===== src/rtl/lbuf_pkg.sv =====
package lbuf_pkg;
   typedef enum logic {ST_IDLE = 1'b0, ST_WAIT = 1'b1} fsm_t;

   localparam int SYS_W  = 64;
   localparam int LINE_W = 2 * SYS_W;
   localparam int WORD_W = 32;
   localparam int WORDS  = LINE_W / WORD_W;
   localparam logic [WORD_W-1:0] ARR_SALT = 32'h5A5A_0000;
endpackage


===== src/rtl/lbuf_array.sv =====
module lbuf_array #(
   parameter int TAG_W = 12
) (
   input  logic                        clk,
   input  logic                        rd,
   input  logic [TAG_W-1:0]            line,
   output logic [lbuf_pkg::LINE_W-1:0] q
);
   import lbuf_pkg::*;

   logic [LINE_W-1:0] content;

   for (genvar k = 0; k < WORDS; k++) begin : g_word
      assign content[k*WORD_W +: WORD_W] =
         ((WORD_W'(line) << 2) | WORD_W'(k)) ^ ARR_SALT;
   end

   always_ff @(posedge clk) begin
      if (rd) q <= content;
   end
endmodule


===== src/rtl/lbuf_ways.sv =====
module lbuf_ways #(
   parameter int NWAY  = 4,
   parameter int TAG_W = 12,
   localparam int IDX_W = $clog2(NWAY)
) (
   input  logic                        clk,
   input  logic                        rst_n,
   input  logic                        clr,
   input  logic                        fill_en,
   input  logic [IDX_W-1:0]            fill_way,
   input  logic [TAG_W-1:0]            fill_tag,
   input  logic [lbuf_pkg::LINE_W-1:0] fill_line,
   input  logic [TAG_W-1:0]            lk_tag,
   output logic [NWAY-1:0]             hit_vec,
   output logic [lbuf_pkg::LINE_W-1:0] hit_line,
   output logic [NWAY-1:0]             valid_vec
);
   import lbuf_pkg::*;

   logic [LINE_W-1:0] masked [NWAY];

   for (genvar w = 0; w < NWAY; w++) begin : g_way
      logic              valid_q;
      logic [TAG_W-1:0]  tag_q;
      logic [LINE_W-1:0] line_q;

      always_ff @(posedge clk or negedge rst_n) begin
         if (!rst_n) begin
            valid_q <= 1'b0;
            tag_q   <= '0;
            line_q  <= '0;
         end else if (clr) begin
            valid_q <= 1'b0;
         end else if (fill_en && fill_way == IDX_W'(w)) begin
            valid_q <= 1'b1;
            tag_q   <= fill_tag;
            line_q  <= fill_line;
         end
      end

      assign valid_vec[w] = valid_q;
      assign hit_vec[w]   = valid_q && (tag_q == lk_tag);
      assign masked[w]    = hit_vec[w] ? line_q : '0;
   end

   always_comb begin
      hit_line = '0;
      for (int w = 0; w < NWAY; w++) hit_line = hit_line | masked[w];
   end
endmodule


===== src/rtl/lbuf_lru.sv =====
module lbuf_lru #(
   parameter int NWAY = 4,
   localparam int IDX_W = $clog2(NWAY)
) (
   input  logic             clk,
   input  logic             rst_n,
   input  logic             touch_en,
   input  logic [IDX_W-1:0] touch_way,
   output logic [IDX_W-1:0] victim
);
   logic [IDX_W-1:0] age [NWAY];
   logic [IDX_W-1:0] touched_age;

   assign touched_age = age[touch_way];

   for (genvar w = 0; w < NWAY; w++) begin : g_age
      always_ff @(posedge clk or negedge rst_n) begin
         if (!rst_n) begin
            age[w] <= IDX_W'(w);
         end else if (touch_en) begin
            if (touch_way == IDX_W'(w))      age[w] <= '0;
            else if (age[w] < touched_age)   age[w] <= age[w] + 1'b1;
         end
      end
   end

   always_comb begin
      victim = '0;
      for (int w = 0; w < NWAY; w++) begin
         if (age[w] == IDX_W'(NWAY - 1)) victim = IDX_W'(w);
      end
   end
endmodule


===== src/rtl/lbuf_flash_rd.sv =====
module lbuf_flash_rd #(
   parameter int AW   = 16,
   parameter int NWAY = 4,
   parameter int WS_W = 2,
   localparam int DWA_W = AW - 3,
   localparam int TAG_W = AW - 4,
   localparam int IDX_W = $clog2(NWAY)
) (
   input  logic                       clk,
   input  logic                       rst_n,
   input  logic [WS_W-1:0]            ws_sel,
   input  logic                       inval,
   input  logic                       req_valid,
   input  logic [DWA_W-1:0]           req_dw,
   output logic                       rsp_ready,
   output logic [lbuf_pkg::SYS_W-1:0] rsp_data
);
   import lbuf_pkg::*;

   localparam logic [WS_W-1:0] WS_MAX = {WS_W{1'b1}};

   if (NWAY < 2 || (NWAY & (NWAY - 1)) != 0) begin : g_bad_nway
      $error("NWAY must be a power of two, at least 2");
   end
   if (AW < 6 || AW > 30) begin : g_bad_aw
      $error("AW must lie between 6 and 30");
   end
   if (WS_W < 1 || WS_W > 4) begin : g_bad_ws
      $error("WS_W must lie between 1 and 4");
   end

   fsm_t              state;
   logic [WS_W-1:0]   cnt;
   logic [TAG_W-1:0]  miss_tag;
   logic              miss_half;
   logic [WS_W-1:0]   ws_eff;

   logic              in_idle, lookup, hit, fill_fire, fill_en, arr_rd, touch_en;
   logic [NWAY-1:0]   hit_vec, valid_vec;
   logic [IDX_W-1:0]  hit_idx, victim, touch_way;
   logic [LINE_W-1:0] hit_line, arr_q, rsp_line;
   logic              rsp_half;
   logic [TAG_W-1:0]  req_tag;

   assign req_tag   = req_dw[DWA_W-1:1];
   assign ws_eff    = (ws_sel == '0) ? WS_MAX : ws_sel;
   assign in_idle   = (state == ST_IDLE);
   assign lookup    = in_idle && req_valid && !inval;
   assign hit       = |hit_vec;
   assign arr_rd    = lookup && !hit;
   assign fill_fire = (state == ST_WAIT) && (cnt == '0);
   assign fill_en   = fill_fire && !inval;
   assign touch_en  = (lookup && hit) || fill_en;
   assign touch_way = fill_en ? victim : hit_idx;

   always_comb begin
      hit_idx = '0;
      for (int w = 0; w < NWAY; w++) begin
         if (hit_vec[w]) hit_idx = IDX_W'(w);
      end
   end

   always_ff @(posedge clk or negedge rst_n) begin
      if (!rst_n) begin
         state     <= ST_IDLE;
         cnt       <= '0;
         miss_tag  <= '0;
         miss_half <= 1'b0;
      end else begin
         case (state)
            ST_IDLE: if (arr_rd) begin
               state     <= ST_WAIT;
               cnt       <= ws_eff - 1'b1;
               miss_tag  <= req_tag;
               miss_half <= req_dw[0];
            end
            ST_WAIT: begin
               if (cnt == '0) state <= ST_IDLE;
               else           cnt   <= cnt - 1'b1;
            end
            default: state <= ST_IDLE;
         endcase
      end
   end

   lbuf_array #(.TAG_W(TAG_W)) u_array (
      .clk  (clk),
      .rd   (arr_rd),
      .line (req_tag),
      .q    (arr_q)
   );

   lbuf_ways #(.NWAY(NWAY), .TAG_W(TAG_W)) u_ways (
      .clk       (clk),
      .rst_n     (rst_n),
      .clr       (inval),
      .fill_en   (fill_en),
      .fill_way  (victim),
      .fill_tag  (miss_tag),
      .fill_line (arr_q),
      .lk_tag    (req_tag),
      .hit_vec   (hit_vec),
      .hit_line  (hit_line),
      .valid_vec (valid_vec)
   );

   lbuf_lru #(.NWAY(NWAY)) u_lru (
      .clk       (clk),
      .rst_n     (rst_n),
      .touch_en  (touch_en),
      .touch_way (touch_way),
      .victim    (victim)
   );

   assign rsp_ready = (lookup && hit) || fill_fire;
   assign rsp_line  = fill_fire ? arr_q : hit_line;
   assign rsp_half  = fill_fire ? miss_half : req_dw[0];
   assign rsp_data  = rsp_half ? rsp_line[LINE_W-1:SYS_W] : rsp_line[SYS_W-1:0];
endmodule


===== config.mk =====
export PLATFORM = sky130hd
export DESIGN_NAME = lbuf_flash_rd
export DESIGN_NICKNAME = d
export VERILOG_FILES = /design/src/rtl/lbuf_pkg.sv /design/src/rtl/lbuf_array.sv /design/src/rtl/lbuf_ways.sv /design/src/rtl/lbuf_lru.sv /design/src/rtl/lbuf_flash_rd.sv
export SDC_FILE = /design/constraint.sdc
export NUM_CORES = 1
export LEC_CHECK = 0
export CORE_ASPECT_RATIO = 0.8
export CORE_UTILIZATION = 50
export CTS_BUF_LIST = sky130_fd_sc_hd__clkbuf_16
export DETAILED_ROUTE_END_ITERATION = 6
export DONT_BUFFER_PORTS = 1
export GPL_TIMING_DRIVEN = 1
export PLACE_DENSITY = 0.63
export SLEW_MARGIN = 10
export SYNTH_ARGS = -nofsm -noshare
export SYNTH_HDL_FRONTEND = slang
export SYNTH_SLANG_ARGS = --single-unit

===== constraint.sdc =====
create_clock -name clk -period 6.05 [get_ports clk]
set_input_delay 0.9075 -clock clk [delete_from_list [all_inputs] [get_ports clk]]
set_output_delay 0.9075 -clock clk [all_outputs]
set_load 0.005 [all_outputs]

* Word level (Yosys, flattened, before mapping)
Index checks and enable logic that the tools add are counted.
Word-level totals: bits in registers 432, input bits 19, output and inout port bits 65, logic and storage cells 134
Operators by class: add/sub/neg operators 6, magnitude comparators 5, eq/ne operators 15, multiplexer cells 40, bitwise logic cells 6, reduce and logical (&&, ||, !) cells 41
Operator list (number):
- two-way mux 127 bit | 4
- bitwise OR 128 bit | 3
- two-way mux 128 bit | 1
- two-way mux 64 bit | 1
- == test 12 bit | 4
- two-way mux 2 bit | 18
- AND reduction 2 bit | 10
- nonzero test 2 bit | 8
- == test 2 bit (second input constant) | 7
- logical AND 1 bit | 14
- two-way mux 1 bit | 13
- adder 2 x 1 -> 2 bit (second input constant) | 4
- logical NOT 2 bit | 4
- < comparator 2 bit | 4
- binary-select mux 2 bit (select 2 bit) | 1
- == test 2 x 1 -> 1 bit (second input constant) | 2
- case mux 2 bit (2 select lines) | 1
- OR reduction 4 bit | 1
- subtractor 2 x 1 -> 2 bit (second input constant) | 2
- >= comparator 3 bit (second input constant) | 1
- NOT 2 -> 3 bit | 1
- logical NOT 1 bit | 2
- logical OR 1 bit | 2
- inequality test 2 x 1 -> 1 bit (second input constant) | 1
- 3 further kinds | 4

* Depth between registers and ports, before layout
depth after elaboration 13, gate-level depth with buffers 11, mapped depth without buffers 9

* By module
A second synthesis with hierarchy kept.
Unflattened totals: cell total of the unflattened synthesis 2286, area, all modules 29176.7 um2
By module, submodules not included:
- lbuf_ways | instances 1, cells each 1732, area each 24375.9 um2, sequential area each 14113.5 um2
- lbuf_flash_rd | instances 1, cells each 349, area each 2852.7 um2, sequential area each 400.4 um2
- lbuf_array | instances 1, cells each 130, area each 1238.7 um2, sequential area each 360.3 um2
- lbuf_lru | instances 1, cells each 75, area each 709.4 um2, sequential area each 205.2 um2

* Least setup slack after synthesis
OpenSTA, ideal clock, no wires.
kind input -> output, start point input req_dw[9], end point output rsp_data[33] in the netlist's numbering, arrival time 2601 ps, data required time 5142 ps, setup slack 2541 ps, cell stages on the path 8, buffers on the path 2, cells stage by stage buf_4 xnor2_1 nand4_1 nor4_4 a21boi_0 nand4_1 and2_1 buf_4
Between the ends: word-level cells in the longest chain between the ends 8, elaborated cells between the ends (all ways) 17, those cells by class 4 x eq/ne; 6 x mux; 3 x bitwise; 4 x reduce/logical
RTL lines:
- from (decl) | RTL line lbuf_flash_rd.sv:14 | input logic [DWA_W-1:0] req_dw,
- == test 12 bit | RTL line lbuf_ways.sv:42 | assign hit_vec[w] = valid_q && (tag_q == lk_tag);
- logical AND 1 bit | RTL line lbuf_ways.sv:42
- two-way mux 127 bit | RTL line lbuf_ways.sv:43 | assign masked[w] = hit_vec[w] ? line_q : '0;
- bitwise OR 128 bit (2 in a row) | RTL line lbuf_ways.sv:48 | for (int w = 0; w < NWAY; w++) hit_line = hit_line | masked[w];
- bitwise OR 128 bit (*) | RTL line lbuf_ways.sv:48
- two-way mux 128 bit (*) | RTL line lbuf_flash_rd.sv:116 | assign rsp_line = fill_fire ? arr_q : hit_line;
- two-way mux 64 bit (*) | RTL line lbuf_flash_rd.sv:118 | assign rsp_data = rsp_half ? rsp_line[LINE_W-1:SYS_W] : rsp_line[SYS_W-1:0];
- to (decl) | RTL line lbuf_flash_rd.sv:16 | output logic [lbuf_pkg::SYS_W-1:0] rsp_data
Mark *: on every way between the ends. The rest lies on a longest branch, timed or not.

* Worst setup path after layout
start point input req_dw[8], end point output rsp_data[33] in the netlist's numbering
The elaborated chain is that of the path after synthesis.

==> key figures <==
Run status
  – Outcome: finished, final reports clean

Power and ir drop
  – Leak Pwr: 3.276 nW
  – Worst VDD drop: 0.2480 mV
  – Cell Pwr Density: 357.2 nW/µm²

Floorplan
  – Row cnt: 37
  – IO Pins: 84
  – Die H: 106.9 µm
  – CORE AREA: between 10,000 and 15,000 µm²
  – Die W: 133.1 µm
  – Initial Util: 52.27%
  – Die area: 14,220 µm²

Setup path
  – CP max-delay cell: nor4_4
  – Worst r2r src: u_ways.g_way[3].tag_q[7]
  – Crit-path leading delay family: simple AND/OR/NAND/NOR gates
  – Crit path required time: 5140 ps
  – Critical path launch point: req_dw[8]
  – Crit path cell chain: xnor2_1, nand4_1, nor4_4, nand2_1, nand4_1, buf_4, and2_1
  – Max stage delay on crit path: 950 ps
  – Crit path kind: in -> out
  – CP bufs+invs: 1
  – Setup crit end kind: output pin
  – CP arrival: 3020 ps
  – CP Launch Type: primary input
  – CP Max Fanout: 18
  – Most numerous cell on the critical path: nand4_1

Synthesis
  – Leading area contributor after synthesis: dfrtp_1
  – Yosys warnings: 0
  – Yosys top cell area share: 45.15%
  – Syn Area/Cell: 11.93 µm²
  – Register bit total from synthesis: between 100 and 150
  – Synth Flop Type: dfrtp_1
  – Post-Synthesis Cell Area: 6873 µm²
  – Sequential-to-total area share from yosys stat: 51.92%
  – Distinct cells, synth: 50
  – Mapped Cells: 576
  – Ys async rst share: 91.43%
  – EDFF count, synth: 12
  – Synth area leaders: dfrtp_1, mux2_2, buf_4

CTS
  – CTS clk-pin slew, worst paths: ~60 ps
  – Largest buffer count on any clock path: 2
  – Postcts setup bufs: 0
  – Num CTS Buffers: 17
  – # hold bufs at CTS: 0
  – Post-CTS sizing: 0
  – CTS tree: yes
  – CTS HTree Levels: 4
  – CTS sink cnt: 140
  – CTS root buf: clkbuf_16
  – Worst skew pair latency: between 400 and 500 ps

Final layout
  – Most frequent cells in the layout: dfrtp_1, mux2_2, nand2_1
  – Finished layout cell area: 7273 µm²
  – Nets: around 570
  – Register Area: 3568 µm²
  – Most common cell after layout, fill and taps aside: dfrtp_1
  – P&R area growth vs syn: 5.826%
  – Area of the multi-input gates: 2794 µm²
  – N_diodes: 0
  – Share of cells above drive strength 1: roughly 28%
  – Layout fillers: 1,082

STA
  – RSZ-0062 raised after global routing: no
  – Final setup vio count: 0
  – Worst Max-Slew Pin Slew: 1061 ps
  – Final TNS setup: 0 ps
  – Worst slew margin: between 20% and 30%
  – Final Hold Fails: 0
  – Max Clk Rate: 254.6 MHz
  – Final worst-path cycle share: roughly 65%
  – Worst Skew: 10.04 ps
  – Crit path time final: around 3900 ps
  – Max-slew violation count: 0
  – Hold WS: 192.3 ps

Global routing
  – Largest net degree at the start of global routing: 129
  – Number of global-route vias before repair: 4,228
  – Total Routing Usage GR: 21.94%
  – GRT overflow: 0
  – Initial antenna violation count: 0
  – First-pass GRT wire length: between 20,000 and 25,000 µm

Worst hold path
  – Hold Crit Class: in -> async

Routing
  – DR pass1 iterations: 4
  – DR iter-0 viols: 307
  – Detailed Route WL: 14,450 µm
  – # DRC: 0
  – Vias: between 4,000 and 5,000
  – Final ANT Viol Nets: 0
  – WL/cell: 19.74 µm
  – Avg Vias per Cell: 5.643

Placement
  – Input/output buffers: 0
  – DP Wirelength: between 9000 and 10,000 µm
  – GP Congestion: 0.9091
  – Placed cell areas: between 6000 and 7000 µm²

Run
  – Max-cap viol count: 0
-- Yosys cell counts, drive strengths merged, types with 9 or more instances --
cell type,number
nor4,11
nand2,52
a21oi,10
nand4,9
a22oi,24
dfrtp,124
mux2,99
edfxtp,12
clkbuf,17
xnor2,48
inv,9
a31oi,12
buf,65
nor2,22
-- kinds of logic (layout without fill, tap and decap cells) --
family                     after synthesis  after routing  synth area share, %
buffers and inverters                   92             53                8.593
DFF                                    140            140                51.92
adders and majority gates                3              3               0.5462
AOI/OAI and AO/OA                       67             67                6.863
muxes                                  104            104                17.00
and+or+nand+nor                        120            120                8.775
other                                    1             21              0.05456
xor gates and xnor gates                49             49                6.244
-- flip-flops by register name (all words and copies together), names as in the netlist --
name and count:
miss_tag 12, u_ways.g_way.tag_q 48, u_ways.g_way.line_q 52, cnt 2
state 1, u_array.q 12, u_lru.age 8, miss_half 1
u_ways.g_way.valid_q 4
-- where the power goes --
part / total (mW) / internal [mW] / switching, mW
clock: 0.984 / 0.588 / 0.396
combinational: 0.403 / 0.184 / 0.220
sequential: 1.21 / 1.09 / 0.121
-- per-stage QoR --
stage | power [mW] | setup WS, ps | util [%] | std cells
floorplan | 1.631 | 2541 | - | 596
global placement | 1.611 | 2123 | 50.97 | 700
detailed placement | 1.633 | 2075 | 50.97 | 700
CTS | 2.621 | 2035 | 55.32 | 732
global route | 2.726 | 1931 | 55.32 | 732
finish | 2.598 | 2122 | 55.32 | 732
-- worst reg2reg max path, stage by stage (launching register included) --
cell     delay, ps
dfrtp_1        400
xnor2_1        180
nand4_1        210
nor4_4         950
o31ai_2        370
mux2i_1        210
mux2i_1        410
nand2_1        190
nor4_1         220
nor4_1         100
-- worst paths after layout --
check | depth (start not counted) | slack [ps] | endpoint
max in group asynchronous | 0 | 5580 | u_lru.age[4]
min reg2reg | 1 | 480 | u_ways.g_way[1].line_q[97]
min | 0 | 190 | miss_tag[8]
min in group clk | 1 | 480 | u_ways.g_way[1].line_q[97]
max reg2reg | 9 | 2680 | u_lru.age[5]
max | 7 | 2120 | rsp_data[33]
-- layer usage --
layer  share of wire [%]  vias up  wire length (µm)  global-route usage, %
li1                    -     1877                 -                      -
met1                  48     2119              6930                  30.84
met2                  46      115              6605                  33.73
met3                 4.9       20               703                  4.634
met4                 1.4        0               207                  7.635
met5                   0        -                 0                      0
-- layout make-up --
cell class / instances / area share, %
Sequential cell: 140 / 49.06
Multi-Input combinational cell: 364 / 38.41
Clock buffer: 18 / 6.193
Tap cell: 175 / 3.010
Clock inverter: 14 / 1.669
Timing Repair Buffer: 11 / 1.135
Inverter: 10 / 0.5161
Power figures use the tool's default switching activity.
